===== config.mk =====
export PLATFORM = sky130hd
export DESIGN_NAME = mdio_master
export DESIGN_NICKNAME = d
export VERILOG_FILES = /design/src/rtl/mdio_pkg.sv /design/src/rtl/mdio_clkgen.sv /design/src/rtl/mdio_framer.sv /design/src/rtl/mdio_seq.sv /design/src/rtl/mdio_master.sv
export SDC_FILE = /design/constraint.sdc
export NUM_CORES = 1
export LEC_CHECK = 0
export BUFFER_PORTS_ARGS = -buffer_cell sky130_fd_sc_hd__buf_2
export CORE_MARGIN = 3
export CORE_UTILIZATION = 40
export DETAILED_ROUTE_END_ITERATION = 7
export PLACE_DENSITY = 0.57
export SKIP_LAST_GASP = 1
export SYNTH_ARGS = -nofsm -noshare
export SYNTH_HDL_FRONTEND = slang
export SYNTH_SLANG_ARGS = --single-unit

===== constraint.sdc =====
create_clock -name clk -period 2.6 [get_ports clk]
set_input_delay 0.26 -clock clk [delete_from_list [all_inputs] [get_ports clk]]
set_output_delay 0.26 -clock clk [all_outputs]
set_load 0.005 [all_outputs]

===== src/rtl/mdio_pkg.sv =====
package mdio_pkg;
    localparam int EXT_SEL_BIT = 30;
    localparam int FRAME_W     = 64;
    localparam int POS_TA1     = 46;
    localparam int POS_TA2     = 47;
    localparam int POS_DATA    = 48;
    localparam int POS_IDLE    = 64;
    localparam int POS_W       = 7;
    localparam int PREAMBLE_N  = 32;

    typedef enum logic { SQ_IDLE = 1'b0, SQ_RUN = 1'b1 } seq_state_e;
    typedef enum logic { PH_ADDR = 1'b0, PH_DATA = 1'b1 } phase_e;
endpackage


===== src/rtl/mdio_clkgen.sv =====
module mdio_clkgen #(
    parameter int HALF_DIV = 25
) (
    input  logic clk,
    input  logic rst_n,
    output logic mdc,
    output logic rise_stb,
    output logic fall_stb
);
    localparam int CW = (HALF_DIV > 1) ? $clog2(HALF_DIV) : 1;
    localparam logic [CW-1:0] LAST = CW'(HALF_DIV - 1);

    typedef struct packed {
        logic [CW-1:0] cnt;
        logic          mdc;
    } cg_t;

    cg_t  cg_q, cg_d;
    logic wrap;

    always_comb begin
        cg_d = cg_q;
        wrap = (cg_q.cnt == LAST);
        if (wrap) begin
            cg_d.cnt = '0;
            cg_d.mdc = ~cg_q.mdc;
        end else begin
            cg_d.cnt = cg_q.cnt + 1'b1;
        end
    end

    always_ff @(posedge clk or negedge rst_n) begin
        if (!rst_n) cg_q <= '0;
        else        cg_q <= cg_d;
    end

    assign mdc      = cg_q.mdc;
    assign rise_stb = wrap & ~cg_q.mdc;
    assign fall_stb = wrap &  cg_q.mdc;

    assert_strobe_excl_R8: assert property (@(posedge clk) disable iff (!rst_n)
        !(rise_stb && fall_stb));
    assert_mdc_rise_R8: assert property (@(posedge clk) disable iff (!rst_n)
        $rose(mdc) |-> $past(rise_stb));
    assert_mdc_fall_R8: assert property (@(posedge clk) disable iff (!rst_n)
        $fell(mdc) |-> $past(fall_stb));
endmodule


===== src/rtl/mdio_framer.sv =====
module mdio_framer
    import mdio_pkg::*;
(
    input  logic                ext,
    input  phase_e              phase,
    input  logic                write,
    input  logic [4:0]          port,
    input  logic [31:0]         sel,
    input  logic [15:0]         wdata,
    output logic [FRAME_W-1:0]  frame,
    output logic                rd_frame
);
    logic [1:0]  st_bits;
    logic [1:0]  op_bits;
    logic [4:0]  fld;
    logic [15:0] payload;

    always_comb begin
        st_bits = ext ? 2'b00 : 2'b01;
        if (phase == PH_ADDR)  op_bits = 2'b00;
        else if (write)        op_bits = 2'b01;
        else if (ext)          op_bits = 2'b11;
        else                   op_bits = 2'b10;
        fld      = ext ? sel[20:16] : sel[4:0];
        payload  = (phase == PH_ADDR) ? sel[15:0] : wdata;
        rd_frame = (phase == PH_DATA) && !write;
        frame    = {{PREAMBLE_N{1'b1}}, st_bits, op_bits, port, fld, 2'b10, payload};
    end
endmodule


===== src/rtl/mdio_seq.sv =====
module mdio_seq
    import mdio_pkg::*;
(
    input  logic        clk,
    input  logic        rst_n,
    input  logic        rise_stb,
    input  logic        fall_stb,
    input  logic        mdc,
    input  logic        req_valid,
    input  logic        req_write,
    input  logic [4:0]  req_port,
    input  logic [31:0] req_sel,
    input  logic [15:0] req_wdata,
    input  logic        mdio_i,
    output logic        mdio_o,
    output logic        mdio_oe,
    output logic        busy,
    output logic        rsp_done,
    output logic [15:0] rsp_rdata,
    output logic        rsp_err
);
    typedef struct packed {
        seq_state_e        state;
        phase_e            phase;
        logic              started;
        logic [POS_W-1:0]  pos;
        logic              write;
        logic              ext;
        logic [4:0]        port;
        logic [31:0]       sel;
        logic [15:0]       wdata;
        logic [15:0]       shift;
        logic              err;
        logic              line_o;
        logic              line_oe;
        logic              done;
        logic [15:0]       rdata;
        logic              rerr;
    } sq_t;

    sq_t sq_q, sq_d;

    logic               frame_end;
    phase_e             phase_nx;
    logic [FRAME_W-1:0] frame;
    logic               rd_frame;
    logic [5:0]         bit_idx;

    assign frame_end = (sq_q.state == SQ_RUN) && sq_q.started && fall_stb
                       && (sq_q.pos == POS_W'(POS_IDLE));
    assign phase_nx  = (frame_end && sq_q.phase == PH_ADDR) ? PH_DATA : sq_q.phase;

    mdio_framer u_framer (
        .ext      (sq_q.ext),
        .phase    (phase_nx),
        .write    (sq_q.write),
        .port     (sq_q.port),
        .sel      (sq_q.sel),
        .wdata    (sq_q.wdata),
        .frame    (frame),
        .rd_frame (rd_frame)
    );

    always_comb begin
        sq_d      = sq_q;
        sq_d.done = 1'b0;
        bit_idx   = '0;
        case (sq_q.state)
            SQ_IDLE: begin
                if (req_valid) begin
                    sq_d.state   = SQ_RUN;
                    sq_d.write   = req_write;
                    sq_d.ext     = req_sel[EXT_SEL_BIT];
                    sq_d.port    = req_port;
                    sq_d.sel     = req_sel;
                    sq_d.wdata   = req_wdata;
                    sq_d.phase   = req_sel[EXT_SEL_BIT] ? PH_ADDR : PH_DATA;
                    sq_d.started = 1'b0;
                    sq_d.pos     = '0;
                    sq_d.shift   = '0;
                    sq_d.err     = 1'b0;
                end
            end
            default: begin
                if (fall_stb) begin
                    if (!sq_q.started) begin
                        sq_d.started = 1'b1;
                        sq_d.pos     = '0;
                    end else if (sq_q.pos == POS_W'(POS_IDLE)) begin
                        if (sq_q.phase == PH_ADDR) begin
                            sq_d.phase = PH_DATA;
                            sq_d.pos   = '0;
                        end else begin
                            sq_d.state   = SQ_IDLE;
                            sq_d.started = 1'b0;
                            sq_d.done    = 1'b1;
                            sq_d.rdata   = sq_q.shift;
                            sq_d.rerr    = sq_q.err;
                        end
                    end else begin
                        sq_d.pos = sq_q.pos + 1'b1;
                    end
                end
                if (rise_stb && sq_q.started && sq_q.phase == PH_DATA && !sq_q.write) begin
                    if (sq_q.pos == POS_W'(POS_TA2)) begin
                        sq_d.err = mdio_i;
                    end else if (sq_q.pos >= POS_W'(POS_DATA) && sq_q.pos < POS_W'(POS_IDLE)) begin
                        sq_d.shift = {sq_q.shift[14:0], mdio_i};
                    end
                end
            end
        endcase

        // Line drive for the bit time that begins at this edge
        sq_d.line_o  = 1'b0;
        sq_d.line_oe = 1'b0;
        if (sq_d.state == SQ_RUN && sq_d.started && sq_d.pos < POS_W'(POS_IDLE)) begin
            bit_idx = 6'(6'd63 - sq_d.pos[5:0]);
            if (!(rd_frame && sq_d.pos >= POS_W'(POS_TA1))) begin
                sq_d.line_oe = 1'b1;
                sq_d.line_o  = frame[bit_idx];
            end
        end
    end

    always_ff @(posedge clk or negedge rst_n) begin
        if (!rst_n) begin
            sq_q       <= '0;
            sq_q.state <= SQ_IDLE;
            sq_q.phase <= PH_DATA;
        end else begin
            sq_q <= sq_d;
        end
    end

    assign mdio_o    = sq_q.line_o;
    assign mdio_oe   = sq_q.line_oe;
    assign busy      = (sq_q.state == SQ_RUN);
    assign rsp_done  = sq_q.done;
    assign rsp_rdata = sq_q.rdata;
    assign rsp_err   = sq_q.rerr;

    assert_line_on_fall_R8: assert property (@(posedge clk) disable iff (!rst_n)
        (mdio_o != $past(mdio_o) || mdio_oe != $past(mdio_oe)) |-> (!mdc && $past(mdc)));
    assert_preamble_high_R1: assert property (@(posedge clk) disable iff (!rst_n)
        (sq_q.started && sq_q.pos < POS_W'(PREAMBLE_N)) |-> (mdio_oe && mdio_o));
    assert_read_release_R5: assert property (@(posedge clk) disable iff (!rst_n)
        (sq_q.started && sq_q.phase == PH_DATA && !sq_q.write
         && sq_q.pos >= POS_W'(POS_TA1)) |-> !mdio_oe);
    assert_idle_release_R7: assert property (@(posedge clk) disable iff (!rst_n)
        (sq_q.started && sq_q.pos == POS_W'(POS_IDLE)) |-> !mdio_oe);
    assert_done_single_R7: assert property (@(posedge clk) disable iff (!rst_n)
        rsp_done |=> !rsp_done);
    assert_done_not_busy_R9: assert property (@(posedge clk) disable iff (!rst_n)
        rsp_done |-> (!busy && $past(busy)));
    assert_write_no_err_R6: assert property (@(posedge clk) disable iff (!rst_n)
        (rsp_done && sq_q.write) |-> !rsp_err);
endmodule


===== src/rtl/mdio_master.sv =====
module mdio_master #(
    parameter int HALF_DIV = 25
) (
    input  logic        clk,
    input  logic        rst_n,
    input  logic        req_valid,
    input  logic        req_write,
    input  logic [4:0]  req_port,
    input  logic [31:0] req_sel,
    input  logic [15:0] req_wdata,
    output logic        busy,
    output logic        rsp_done,
    output logic [15:0] rsp_rdata,
    output logic        rsp_err,
    output logic        mdc,
    output logic        mdio_o,
    output logic        mdio_oe,
    input  logic        mdio_i
);
    logic rise_stb;
    logic fall_stb;

    mdio_clkgen #(.HALF_DIV(HALF_DIV)) u_clkgen (
        .clk      (clk),
        .rst_n    (rst_n),
        .mdc      (mdc),
        .rise_stb (rise_stb),
        .fall_stb (fall_stb)
    );

    mdio_seq u_seq (
        .clk       (clk),
        .rst_n     (rst_n),
        .rise_stb  (rise_stb),
        .fall_stb  (fall_stb),
        .mdc       (mdc),
        .req_valid (req_valid),
        .req_write (req_write),
        .req_port  (req_port),
        .req_sel   (req_sel),
        .req_wdata (req_wdata),
        .mdio_i    (mdio_i),
        .mdio_o    (mdio_o),
        .mdio_oe   (mdio_oe),
        .busy      (busy),
        .rsp_done  (rsp_done),
        .rsp_rdata (rsp_rdata),
        .rsp_err   (rsp_err)
    );

    assert_reset_quiet_R10: assert property (@(posedge clk)
        !rst_n |=> (!mdio_oe && !busy && !rsp_done));
endmodule


-- After elaboration in Yosys (flattened, before gate mapping)
Index checks and enable logic that the tools add are counted.
- bits in registers: 108
- bits of input ports: 58
- output and inout bits: 22
- $add $sub $neg: 3
- $lt $le $gt $ge: 5
- equal/unequal tests: 10
- multiplexer cells: 32
- bitwise operators: 5
- reductions and logical operators: 19
- operators with widths (cell ; number):
    $mux 18 ; 5
    $mux 82 ; 1
    $mux 16 ; 3
    $mux 17 ; 2
    $mux 10 ; 2
    $ge 7x6->1 const B ; 2
    $lt 7x7->1 const B ; 2
    $mux 7 ; 2
    $logic_and 1x1->1 ; 12
    $ne 2x2->1 const B ; 6
    $mux 2 ; 5
    $mux 5 ; 2
    $mux 8 ; 1
    $reduce_and 4->1 ; 2
    $add 7x1->7 const B ; 1
    $eq 7x6->1 const B ; 1
    $eq 7x7->1 const B ; 1
    $lt 6x7->1 const B ; 1
    $mux 1 ; 7
    $bmux 1 s6 ; 1
    $sub 6x6->6 const A ; 1
    $add 5x1->5 const B ; 1
    $eq 5x5->1 const B ; 1
    $reduce_and 5->1 ; 1
    8 further kinds ; 11

-- Logic depth before layout (Yosys ltp)
- depth in word-level cells: 11
- mapped depth: 13
- gate-level depth less buffers: 11

-- Modules after synthesis
A second synthesis with hierarchy kept.
- cell total of the unflattened synthesis: 691
- area total of the unflattened synthesis: 5836.8 um2
- modules (own cells, without submodules) (module ; instances ; cells each ; area an instance (um2)):
    mdio_seq ; 1 ; 592 ; 4908.5
    mdio_framer ; 1 ; 70 ; 635.6
    mdio_clkgen ; 1 ; 29 ; 292.8

-- Worst setup path after synthesis
OpenSTA, ideal clock, no wires.
- path kind: reg-to-reg
- from: register u_clkgen.cg_q[1] in the netlist's numbering
- to: register u_seq.sq_q, in the netlist u_seq.mdio_o
- library setup time: 132 ps
- data arrival time: 2273 ps
- data required time: 2468 ps
- path slack: 195 ps
- stages on the path, launching flop included: 12
- path buffers: 2
- period minus slack after synthesis: 2405 ps
- path through: dfrtp_1 > inv_1 > ha_1 > and4b_2 > buf_6 > a41oi_2 > buf_6 > mux2_2 > o211ai_1 > o21ai_0 > o311ai_0 > o22ai_1
- RTL lines (what ; RTL line ; source):
    start: declaration ; mdio_clkgen.sv:18 ; cg_t cg_q, cg_d;
    start signal: assignment ; mdio_clkgen.sv:34 ; else cg_q <= cg_d;
    end signal: assignment ; mdio_seq.sv:132 ; sq_q <= sq_d;
    end: declaration ; mdio_seq.sv:41 ; sq_t sq_q, sq_d;

==> qor.log <==
[setup_path] Worst Path Arrival 2700 ps
[clocking] CTS Root Buffer Type sky130_fd_sc_hd__clkbuf_16
[place] final HPWL from detailed placement 7140 um
[synthesis] Seq cells post-synth 97
[setup_path] required arrival time at the worst endpoint 2810 ps
[route] Detailed Route WL 10200 um
[synthesis] leading register cell type out of synthesis sky130_fd_sc_hd__dfrtp_1
[clocking] sink count of the clock tree 97
[timing] setup slack after layout 104 ps
[setup_path] number of cells on the worst reg-to-reg path 10
[synthesis] Net Count, Synth 566
[timing] worst hold slack -6.80 ps
[place] Cell Area, Placed 5230 sq um
[global_routing] wire length of the first global-routing pass 17200 um
[timing] transition time at the pin with the least slew margin 785 ps
[route] number of DRC violations after detailed routing 0
[clocking] clock slew at the register clock pins of the worst setup and hold paths 70 ps
[global_routing] initial antenna violation count 0
[floorplanning] Std-Cell Rows 39
[cells_and_area] count of antenna diodes in the layout 0
[cells_and_area] fraction of final layout cells sized beyond drive strength 1 28.8%
[timing] relative slew slack 47.7%
[route] via count of the routed design 3596
[timing] time the worst path needs with I/O delays and setup 2500 ps
[route] number of vias per cell after detailed routing 4.98
[hold_path] Min-Delay Path Class input pin to asynchronous set/reset pin
[synthesis] post-synthesis cell count 504
[route] post-route ant nets 0
[cells_and_area] filler cell count 1104
[synthesis] number of enable flip-flop cells after synthesis 0
[global_routing] overall routing resource usage 16.1%
[place] # port buffers 69
[floorplanning] die area 13400 sq um
[route] number of DRC markers in iteration 0 205
[clocking] H-tree levels 3
[cells_and_area] area delta synth->final 18.7%
[timing] clock skew after layout 6.08 ps
[setup_path] critical path launch point type flop
[place] worst slack at placement 1.61 ps
[power] total power density per cell area 605 nW/um^2
[timing] Pins Over Slew Limit 0
[floorplanning] Die Wd 116 um
[flow_run] number of violations of the max-capacitance limit 0
[global_routing] maximum number of pins on one net before global-route repair 61
[run_status] failing checks negative hold slack
[route] Detailed Routing Iterations Pass 1 4
[floorplanning] number of top-level pins 80
[setup_path] maximum fanout along the worst path 8
[setup_path] category of the worst setup path capture point flop
[power] Leakage 2.92 nW
[synthesis] YS warnings 0
[floorplanning] core footprint 11600 sq um
[setup_path] start-to-end type of the worst setup path flop to flop
[synthesis] Seq/Total Area, Yosys 50.6%
[clocking] Max Buffers Root-to-Sink 2
[timing] final-report hold violation count 3
[floorplanning] vertical die dimension 116 um
[floorplanning] effective utilization at floorplan 41.5%
[timing] Sum Neg Setup Slack 0 ps
[cells_and_area] Post-Route Utilization 49.3%
[clocking] clock tree from TritonCTS done
[synthesis] Unique masters post-synth 62
[synthesis] ys async rst share 100%
[global_routing] leftover overflow at the end of global routing 0
[clocking] count of hold-fix buffers inserted at cts 0
[route] average wire length per cell after detail routing 14.2 um
[synthesis] post-synthesis instance area 4800 sq um
[power] peak ir drop on the vdd network 0.000381 V
[timing] highest clock rate 401 MHz
[timing] final setup violation count 0
[place] final estimated routing congestion in global placement 0.841
[run_status] result of the run finished, violations left
[cells_and_area] footprint of the multi-input gates 2090 sq um
[timing] share of the clock period used by the worst path after layout 96.0%
[cells_and_area] count of nets after finishing 636
[clocking] later-pin clock latency in the skew report 340 ps
[global_routing] via count of the first global-routing pass 3509
[cells_and_area] Finished Cell Area 5700 sq um
[cells_and_area] register area 2430 sq um
[clocking] number of buffers inserted during clock tree synthesis 9
[synthesis] Post-Syn Area per Cell 9.53 sq um
[stage by stage]
| stage | power (mW) | std cells |
|---|---|---|
| after floorplan | 1.90 | 504 |
| after global placement | 2.03 | 696 |
| after detailed placement | 2.04 | 696 |
| after CTS | 3.49 | 714 |
| after global routing | 3.61 | 722 |
| final | 3.45 | 722 |
[sequential cells by signal (all words and copies together), names as in the netlist]
signal           flops
u_seq.mdio_oe        1
u_seq.rsp_done       1
u_seq.mdio_o         1
u_clkgen.mdc         1
u_seq.rsp_rdata     16
u_seq.busy           1
u_seq.rsp_err        1
u_clkgen.cg_q        5
u_seq.sq_q          70
[cell families (layout without fill, tap and decap cells)]
family          Yosys count  after routing  synth area share (%)
mux                      40             40                  8.99
simple gates            235            235                  21.8
xor+xnor                  4              4                 0.730
flops                    97             97                  50.6
fa+ha+maj                 4              4                  1.04
compound gates           65             65                  9.59
buf+inv                  59            134                  7.27
[cells in the mapped netlist (3+ instances only)]
cell	n	area, sq um
sky130_fd_sc_hd__nand2_1	179	672
sky130_fd_sc_hd__dfrtp_1	96	2400
sky130_fd_sc_hd__o21ai_0	26	130
sky130_fd_sc_hd__mux2_2	25	282
sky130_fd_sc_hd__buf_4	17	128
sky130_fd_sc_hd__mux2i_1	15	150
sky130_fd_sc_hd__inv_1	14	52.6
sky130_fd_sc_hd__clkbuf_1	12	45.0
sky130_fd_sc_hd__nor2_1	11	41.3
sky130_fd_sc_hd__nand3_1	9	45.0
sky130_fd_sc_hd__buf_6	8	90.1
sky130_fd_sc_hd__a211oi_1	5	37.5
sky130_fd_sc_hd__a21oi_1	5	25.0
sky130_fd_sc_hd__nor2b_1	5	31.3
sky130_fd_sc_hd__o211ai_1	5	37.5
sky130_fd_sc_hd__buf_1	4	15.0
sky130_fd_sc_hd__ha_1	4	50.1
sky130_fd_sc_hd__a211o_1	3	26.3
sky130_fd_sc_hd__a221oi_1	3	26.3
sky130_fd_sc_hd__and2_1	3	18.8
sky130_fd_sc_hd__or3_1	3	18.8
sky130_fd_sc_hd__xor2_1	3	26.3
[layout by cell type (no fill, tap or decap), types with 2 or more instances in the layout]
cell type	Yosys	routed
sky130_fd_sc_hd__a211o_1	3	3
sky130_fd_sc_hd__xor2_1	3	3
sky130_fd_sc_hd__nor3_1	2	2
sky130_fd_sc_hd__nand2_1	179	179
sky130_fd_sc_hd__nor2_1	11	11
sky130_fd_sc_hd__and2_1	3	3
sky130_fd_sc_hd__mux2_2	25	25
sky130_fd_sc_hd__and2_4	1	2
sky130_fd_sc_hd__bufinv_16	0	2
sky130_fd_sc_hd__buf_2	2	68
sky130_fd_sc_hd__clkbuf_16	0	9
sky130_fd_sc_hd__nand3_1	9	9
sky130_fd_sc_hd__a211oi_1	5	4
sky130_fd_sc_hd__mux2i_1	15	15
sky130_fd_sc_hd__and3_1	2	2
sky130_fd_sc_hd__a221oi_1	3	3
sky130_fd_sc_hd__a21oi_1	5	5
sky130_fd_sc_hd__o211ai_1	5	5
sky130_fd_sc_hd__o22ai_1	2	2
sky130_fd_sc_hd__buf_4	17	33
sky130_fd_sc_hd__nand4_1	2	2
sky130_fd_sc_hd__clkinv_2	0	2
sky130_fd_sc_hd__nand3b_1	2	2
sky130_fd_sc_hd__ha_1	4	3
sky130_fd_sc_hd__nor2b_1	5	5
sky130_fd_sc_hd__and2b_1	2	2
sky130_fd_sc_hd__dfrtp_1	96	96
sky130_fd_sc_hd__inv_6	0	2
sky130_fd_sc_hd__o21ai_1	0	2
sky130_fd_sc_hd__inv_1	14	14
sky130_fd_sc_hd__nand2_4	0	2
sky130_fd_sc_hd__or3_1	3	3
sky130_fd_sc_hd__o21ai_0	26	24
[critical path: stages (launching register included)]
cell and delay (ps):
sky130_fd_sc_hd__dfrtp_1 390, sky130_fd_sc_hd__inv_1 60, sky130_fd_sc_hd__ha_1 160, sky130_fd_sc_hd__and4b_4 360, sky130_fd_sc_hd__nand2_4 90, sky130_fd_sc_hd__or3_4 350, sky130_fd_sc_hd__and2_4 200, sky130_fd_sc_hd__mux2i_1 130
sky130_fd_sc_hd__or3_1 330, sky130_fd_sc_hd__a41oi_2 210, sky130_fd_sc_hd__o22ai_1 90
[metal layers]
| layer | wire, um | up-vias | track usage, % |
|---|---|---|---|
| met4 | 70 | 0 | 5.16 |
| met3 | 473 | 4 | 3.50 |
| met2 | 4860 | 86 | 25.0 |
| met5 | 0 | - | 0 |
| met1 | 4840 | 1702 | 22.5 |
| li1 | - | 1804 | - |
[area by class of cell]
type / instances / share of cell area (%)
repair buffers: 103 / 10.9
clock buffers: 10 / 4.19
well taps: 143 / 3.14
flip-flops and latches: 97 / 42.6
clock inverters: 6 / 1.54
multi-input cells: 348 / 36.6
inverters: 15 / 0.988
[power breakdown]
group          total [mW]  switching [mW]  internal (mW)
Clock                1.43           0.556          0.872
Sequential           1.72          0.0934           1.62
Combinational       0.303           0.150          0.153
[final timing paths]
path / startpoint / to / slack, ps
min reg2reg: u_seq.sq_q[64] / u_seq.sq_q[64] / 470
max reg2reg: u_clkgen.cg_q[2] / u_seq.mdio_o / 100
min: rst_n / u_clkgen.cg_q[5] / -7
max: u_clkgen.cg_q[2] / u_seq.mdio_o / 100
max in group asynchronous: rst_n / u_seq.sq_q[100] / 1890
min in group clk: req_wdata[12] / u_seq.sq_q[49] / 110
[repair_timing]
action | in CTS | in global routing
endpoints found under the setup margin | 1 | 1
buffers inserted | 2 | 8
pin swaps | 0 | 8
resized for setup | 0 | 15
No activity file was read; power rests on OpenSTA's default activity.
